<file path="config.mk">
export PLATFORM = sky130hd
export DESIGN_NAME = abt_codec
export DESIGN_NICKNAME = d
export VERILOG_FILES = /design/src/rtl/abt_pkg.sv /design/src/rtl/abt_encoder.sv /design/src/rtl/abt_decoder.sv /design/src/rtl/abt_codec.sv
export SDC_FILE = /design/constraint.sdc
export NUM_CORES = 1
export LEC_CHECK = 0
export BUFFER_PORTS_ARGS = -buffer_cell sky130_fd_sc_hd__buf_2
export CORE_MARGIN = 2
export CORE_UTILIZATION = 45
export CTS_BUF_LIST = sky130_fd_sc_hd__clkbuf_4 sky130_fd_sc_hd__clkbuf_8 sky130_fd_sc_hd__clkbuf_16
export CTS_CLUSTER_DIAMETER = 60
export CTS_CLUSTER_SIZE = 28
export DETAILED_ROUTE_END_ITERATION = 10
export PLACE_DENSITY = 0.71
export SLEW_MARGIN = 40
export SYNTH_ARGS = -nofsm -noshare
export SYNTH_HDL_FRONTEND = slang
export SYNTH_HIERARCHICAL = 1
export SYNTH_SLANG_ARGS = --single-unit
</file>
<file path="constraint.sdc">
create_clock -name clk -period 1.16 [get_ports clk]
set_input_delay 0.232 -clock clk [delete_from_list [all_inputs] [get_ports clk]]
set_output_delay 0.232 -clock clk [all_outputs]
set_load 0.01 [all_outputs]
</file>
<file path="src/rtl/abt_pkg.sv">
package abt_pkg;
    localparam int unsigned ABT_W_DEFAULT = 8;

    // Complement the lower part of a word when the guess bit is set.
    function automatic logic [63:0] abt_guess_flip(input logic [63:0] low, input logic guess);
        return guess ? ~low : low;
    endfunction
endpackage

</file>
<file path="src/rtl/abt_encoder.sv">
module abt_encoder
    import abt_pkg::*;
#(
    parameter int unsigned W = ABT_W_DEFAULT
) (
    input  logic         clk,
    input  logic         rst,
    input  logic         in_vld,
    input  logic [W-1:0] in_data,
    output logic         out_vld,
    output logic [W-1:0] out_bus
);
    localparam int unsigned LW = W - 1;

    typedef struct packed {
        logic         vld;
        logic [W-1:0] bus;
    } enc_state_t;

    enc_state_t st_d, st_q;
    logic [LW-1:0] mid_low;
    logic [63:0]   flip_wide;

    always_comb begin
        flip_wide = abt_guess_flip(64'(in_data[LW-1:0]), in_data[W-1]);
        mid_low   = flip_wide[LW-1:0];
        st_d      = st_q;
        st_d.vld  = in_vld;
        if (in_vld) begin
            st_d.bus = {in_data[W-1], mid_low ^ st_q.bus[LW-1:0]};
        end
    end

    always_ff @(posedge clk) begin
        if (rst) st_q <= '0;
        else     st_q <= st_d;
    end

    assign out_vld = st_q.vld;
    assign out_bus = st_q.bus;


    msb_level_chk: assert property (@(posedge clk) disable iff (rst)
        in_vld |=> (out_bus[W-1] == $past(in_data[W-1])) && out_vld);

    low_plain_chk: assert property (@(posedge clk) disable iff (rst)
        (in_vld && !in_data[W-1]) |=> (out_bus[LW-1:0] ^ $past(out_bus[LW-1:0])) == $past(in_data[LW-1:0]));

    low_flip_chk: assert property (@(posedge clk) disable iff (rst)
        (in_vld && in_data[W-1]) |=> (out_bus[LW-1:0] ^ $past(out_bus[LW-1:0])) == ~$past(in_data[LW-1:0]));

    bus_hold_chk: assert property (@(posedge clk) disable iff (rst)
        !in_vld |=> $stable(out_bus) && !out_vld);
endmodule

</file>
<file path="src/rtl/abt_decoder.sv">
module abt_decoder
    import abt_pkg::*;
#(
    parameter int unsigned W = ABT_W_DEFAULT
) (
    input  logic         clk,
    input  logic         rst,
    input  logic         in_vld,
    input  logic [W-1:0] in_bus,
    output logic         out_vld,
    output logic [W-1:0] out_data
);
    localparam int unsigned LW = W - 1;

    typedef struct packed {
        logic          vld;
        logic [LW-1:0] prev_low;
        logic [W-1:0]  data;
    } dec_state_t;

    dec_state_t st_d, st_q;
    logic [LW-1:0] mid_low;
    logic [63:0]   flip_wide;

    always_comb begin
        mid_low   = in_bus[LW-1:0] ^ st_q.prev_low;
        flip_wide = abt_guess_flip(64'(mid_low), in_bus[W-1]);
        st_d      = st_q;
        st_d.vld  = in_vld;
        if (in_vld) begin
            st_d.prev_low = in_bus[LW-1:0];
            st_d.data     = {in_bus[W-1], flip_wide[LW-1:0]};
        end
    end

    always_ff @(posedge clk) begin
        if (rst) st_q <= '0;
        else     st_q <= st_d;
    end

    assign out_vld  = st_q.vld;
    assign out_data = st_q.data;


    dec_msb_chk: assert property (@(posedge clk) disable iff (rst)
        in_vld |=> (out_data[W-1] == $past(in_bus[W-1])) && out_vld);

    dec_hold_chk: assert property (@(posedge clk) disable iff (rst)
        !in_vld |=> $stable(out_data) && !out_vld);
endmodule

</file>
<file path="src/rtl/abt_codec.sv">
module abt_codec
    import abt_pkg::*;
#(
    parameter int unsigned W = ABT_W_DEFAULT
) (
    input  logic         clk,
    input  logic         rst,
    input  logic         enc_vld,
    input  logic [W-1:0] enc_data,
    output logic         bus_vld,
    output logic [W-1:0] bus_out,
    input  logic         rx_vld,
    input  logic [W-1:0] rx_bus,
    output logic         dec_vld,
    output logic [W-1:0] dec_data
);
    abt_encoder #(.W(W)) u_enc (
        .clk(clk), .rst(rst),
        .in_vld(enc_vld), .in_data(enc_data),
        .out_vld(bus_vld), .out_bus(bus_out)
    );

    abt_decoder #(.W(W)) u_dec (
        .clk(clk), .rst(rst),
        .in_vld(rx_vld), .in_bus(rx_bus),
        .out_vld(dec_vld), .out_data(dec_data)
    );


    rst_clear_chk: assert property (@(posedge clk)
        rst |=> (bus_out == '0) && !bus_vld && (dec_data == '0) && !dec_vld);
endmodule

</file>
# Word level (Yosys, flattened, before mapping)
# Cells that the tools add are included.
dict set report word_totals {
  reg_bits 25
  inputBits 20
  output_inout_bits 18
  word_cells 11
}
dict set report classes {
  n_mux 2
  bitwise_logic 4
}
# op count
set ops {}
lappend ops {{7-bit 2-to-1 mux} 2}
lappend ops {{7-bit NOT} 2}
lappend ops {{7-bit bitwise XOR} 2}

# Depth between registers and ports, before layout
dict set report depth {
  ltp_word 3
  mapped_depth 5
  ltp_nobuf 3
}

# Modules after synthesis
# The synthesis kept the hierarchy.
# mod n_inst cells_per_inst area_per_inst_um2 seq_area_each_um2
set modules_own_cells {}
lappend modules_own_cells {abt_decoder 1 76 773.2 320.3}
lappend modules_own_cells {abt_encoder 1 51 484.2 180.2}

# Worst setup path after synthesis
# Ideal clock, no wire load.
dict set report synth_timing {
  path_type {input -> register}
  start {input rx_vld}
  end {register u_dec.st_q (netlist bit u_dec/out_data[5])}
  setup_time_ps 128
  arrival_ps 817
  required_time_ps 1032
  slack_ps 215
  path_stages 5
  path_buffers 2
  cell_sequence {buf_2 > and3b_1 > buf_6 > mux2i_1 > o21ai_1}
}
# element line_no
set synth_rtl {}
lappend synth_rtl {{start: declaration} abt_codec.sv:12} ;# input logic rx_vld,
lappend synth_rtl {{end signal: assignment} abt_decoder.sv:38} ;# else st_q <= st_d;
lappend synth_rtl {{end: declaration} abt_decoder.sv:21} ;# dec_state_t st_d, st_q;

# Worst setup path in the final report
dict set report layout_timing {
  start {register u_enc.st_q (netlist bit u_enc/out_bus[3])}
  end {output bus_out[3]}
}
# element line_no
set layout_rtl {}
lappend layout_rtl {{start: declaration} abt_encoder.sv:20} ;# enc_state_t st_d, st_q;
lappend layout_rtl {{start signal: assignment} abt_encoder.sv:36} ;# else st_q <= st_d;
lappend layout_rtl {{end: declaration} abt_codec.sv:11} ;# output logic [W-1:0] bus_out,
# No word-level cell between the ends.

==> results by group <==
GRT
  • GRT Residual Overflow: 0
  • All-Layer GR Usage: 15.0%
  • First-pass GRT wire length: about 3.8 mm
  • Vias in the first global route: around 910
  • Largest net degree at the start of global routing: 17
  • Initial antenna violation count: 0

Clock tree
  • Clock root cell: clkbuf_4
  • CTS tree: built
  • Post-CTS Resized: 0
  • H-tree depth: 1
  • Postcts setup bufs: 0
  • Post-CTS Hold Buffers: 0
  • Longest Clk Path Bufs: 2
  • TritonCTS Buffers: 3
  • Clock-pin slew on the worst setup and hold paths: 0.13 ns
  • Worst-Skew Late Latency: about 0.3 ns
  • Clock Sinks: 25

Drt
  • 1st-iter DRT viols: 31
  • Post-route ant nets: 0
  • WL final: roughly 2.2 mm
  • Vias/cell: 4.91
  • Vias: 918
  • Wire length per cell: 11.8 um
  • Pre-antenna DRT Iters: 4
  • Post-route DRC: 0

Synthesis
  • Ys flop type: dfxtp_1
  • Synthesized area per cell: 9.90 um2
  • Post-synthesis compound-gate area fraction: 10.4%
  • Count leader, synth: dfxtp_1
  • Post-Synthesis Cell Area: between 1000 and 1500 um2
  • Synth Area in Adders: 0%
  • Synth top area share: roughly two fifths
  • Synth warnings: 6
  • Ranking of synthesized cells by area: dfxtp_1, mux2i_1, buf_4
  • Main combinational cell family by area after synthesis: simple AND/OR/NAND/NOR gates
  • Post-Synth XOR/XNOR Area: just under 10%
  • Post-synthesis sequential area ratio: 39.8%
  • Multiplexer area fraction after synthesis: 12.7%
  • Post-synth ARST share: 0%
  • EDFF count, synth: 0
  • Syn Nets: 147
  • Mapped Cells: 127
  • Unique cell type count in the Yosys netlist: 19
  • Post-synthesis simple-gate area fraction: 16.1%
  • Dominant cell type by area after synthesis: dfxtp_1
  • Number of synthesized register bits: 25
  • Most frequent cells after synthesis: dfxtp_1, mux2i_1, nor2_1

Placed design
  • Detailed Place HPWL: 1.72 mm
  • I/O Buffers: 37
  • Gpl congestion: 0.729

Setup path
  • Critical R2R Launch: u_dec/st_q[11]$_SDFFE_PP0P_
  • Crit Path Class: reg -> out
  • Worst setup SP type: flip-flop
  • Crit path buf inv count: 1
  • Worst R2R Setup Slack: 0.14 ns
  • Worst setup path start: u_enc/out_bus[3]$_SDFFE_PP0P_
  • Worst Path Required: approximately 0.93 ns
  • Reg2Reg Depth: 3
  • Delay of the slowest critical-path stage: 0.38 ns
  • CP Depth: 1
  • R2R Path End: u_dec/out_data[3]$_SDFFE_PP0P_
  • Arr. time, crit path: 0.82 ns
  • Worst-path cell chain: buf_2
  • CP Max Fanout: 3
  • Slowest CP cell: dfxtp_1
  • CP endpoint kind: output port
  • Delay-heaviest family, CP: flip-flops

Timing
  • Setup tns final: 0 ns
  • Final Setup Violations: 0
  • Worst rel slew slack: 79.7%
  • Tmin final: 1.05 ns
  • RSZ-0062 raised after global routing: false
  • Fin. Hold Viols: 0
  • Skew final: 0.00196 ns
  • Hold_ws: ~0.19 ns
  • Final Max Tran Viols: 0
  • Pin slew with the least headroom to its limit: 0.305 ns
  • Tcrit/Tclk final: 90.9%
  • Max Freq: 0.948 GHz

Min path
  • Worst Hold End: u_dec/st_q[13]$_SDFFE_PP0P_
  • Hold_sp: rx_bus[5]
  • Hold crit path type: in -> reg
  • Min-Delay Path Depth: 3

Layout
  • Area growth syn-to-layout: 12.0%
  • Diodes inserted: 0
  • NumNets Final: 177
  • Layout cell share with drive strength beyond 1: roughly a third

Run
  • Max Cap Violations: 0

Floorplanning
  • Die area: 3230 um2
  • Starting density of the core: 46.4%
  • Rows: 19
  • IO Pins: 38
  • Core area: 2710 um2
  • Die W: 56.9 um
  • Die Height: 56.9 um

Pwr
  • PD cells: about 1200 nW/um2
  • Leakage power: 0.665 nW
  • Power Total: 1.71 mW
  • Peak supply drop: 820 uV

Outcome
  • Outcome: finished clean
## tightest hold or removal path: cells and delay by family
family,cells,cell delay (ns)
simple gates,1,0.08
buf+inv,1,0.10
mux,1,0.06
## through the flow
stage / util, % / std cells / setup WS [ns] / cell area (um2)
finish: 52.0 / 187 / 0.105 / 1410
detailed placement: 50.9 / 183 / 0.0172 / 1380
global route: 52.0 / 187 / 0.0496 / 1410
global placement: 50.9 / 183 / 0.0817 / 1380
CTS: 52.0 / 187 / 0.0811 / 1410
floorplan: - / 127 / 0.215 / 1260
## cell usage in the layout (no fill, tap or decap), drive strengths merged
cell | Yosys | layout
nor3b | 1 | 1
clkbuf | 3 | 4
buf | 14 | 42
a21oi | 7 | 7
nor2b | 2 | 2
xnor2 | 7 | 7
o21ai | 7 | 7
dfxtp | 25 | 25
or2b | 6 | 6
nor2 | 16 | 16
xor2 | 7 | 7
mux2i | 16 | 16
and3b | 1 | 1
a31o | 7 | 7
nand2b | 8 | 8
## power breakdown
group | leakage (nW) | internal [mW] | switching [mW]
Sequential | 0.207 | 0.926 | 0.0374
Clock | 0.0184 | 0.157 | 0.238
Combinational | 0.440 | 0.177 | 0.176
Total | 0.665 | 1.26 | 0.451
## how the worst max path moves through the flow
stage	to	slack, ns
2_1_floorplan	u_dec/out_data[5]$_SDFFE_PP0P_	0.22
3_3_place_gp	u_dec/out_data[2]$_SDFFE_PP0P_	0.08
3_5_place_dp	u_dec/out_data[3]$_SDFFE_PP0P_	0.02
4_1_cts	bus_out[3]	0.08
5_1_grt	bus_out[6]	0.05
6_report	bus_out[3]	0.11
## routing by layer
metal	global-route usage, %	wire length (um)	vias to the layer above
met4	4.98	12	0
met3	2.53	94	2
li1	-	-	472
met5	0	0	-
met1	19.2	999	423
met2	25.6	1090	21
## kinds of logic (layout without fill, tap and decap cells)
logic type	count (synthesis)	count (layout)
buf+inv	17	46
simple gates	34	34
xor+xnor	14	14
compound gates	21	21
flops	25	25
mux	16	16
## sequential cells by signal, summed over array words and instances (netlist names)
register / count
u_dec/out_data: 8
u_dec/out_vld: 1
u_dec/st_q: 7
u_enc/out_bus: 8
u_enc/out_vld: 1
## final cells by class
cell class / count / area, um2
clock buffer: 4 / 30.0
fill: 258 / 1300
multi-input combinational: 85 / 617
sequential: 25 / 500
tap: 31 / 38.8
timing repair buffer: 42 / 223
Note: power is estimated with default switching activity, not from simulation.
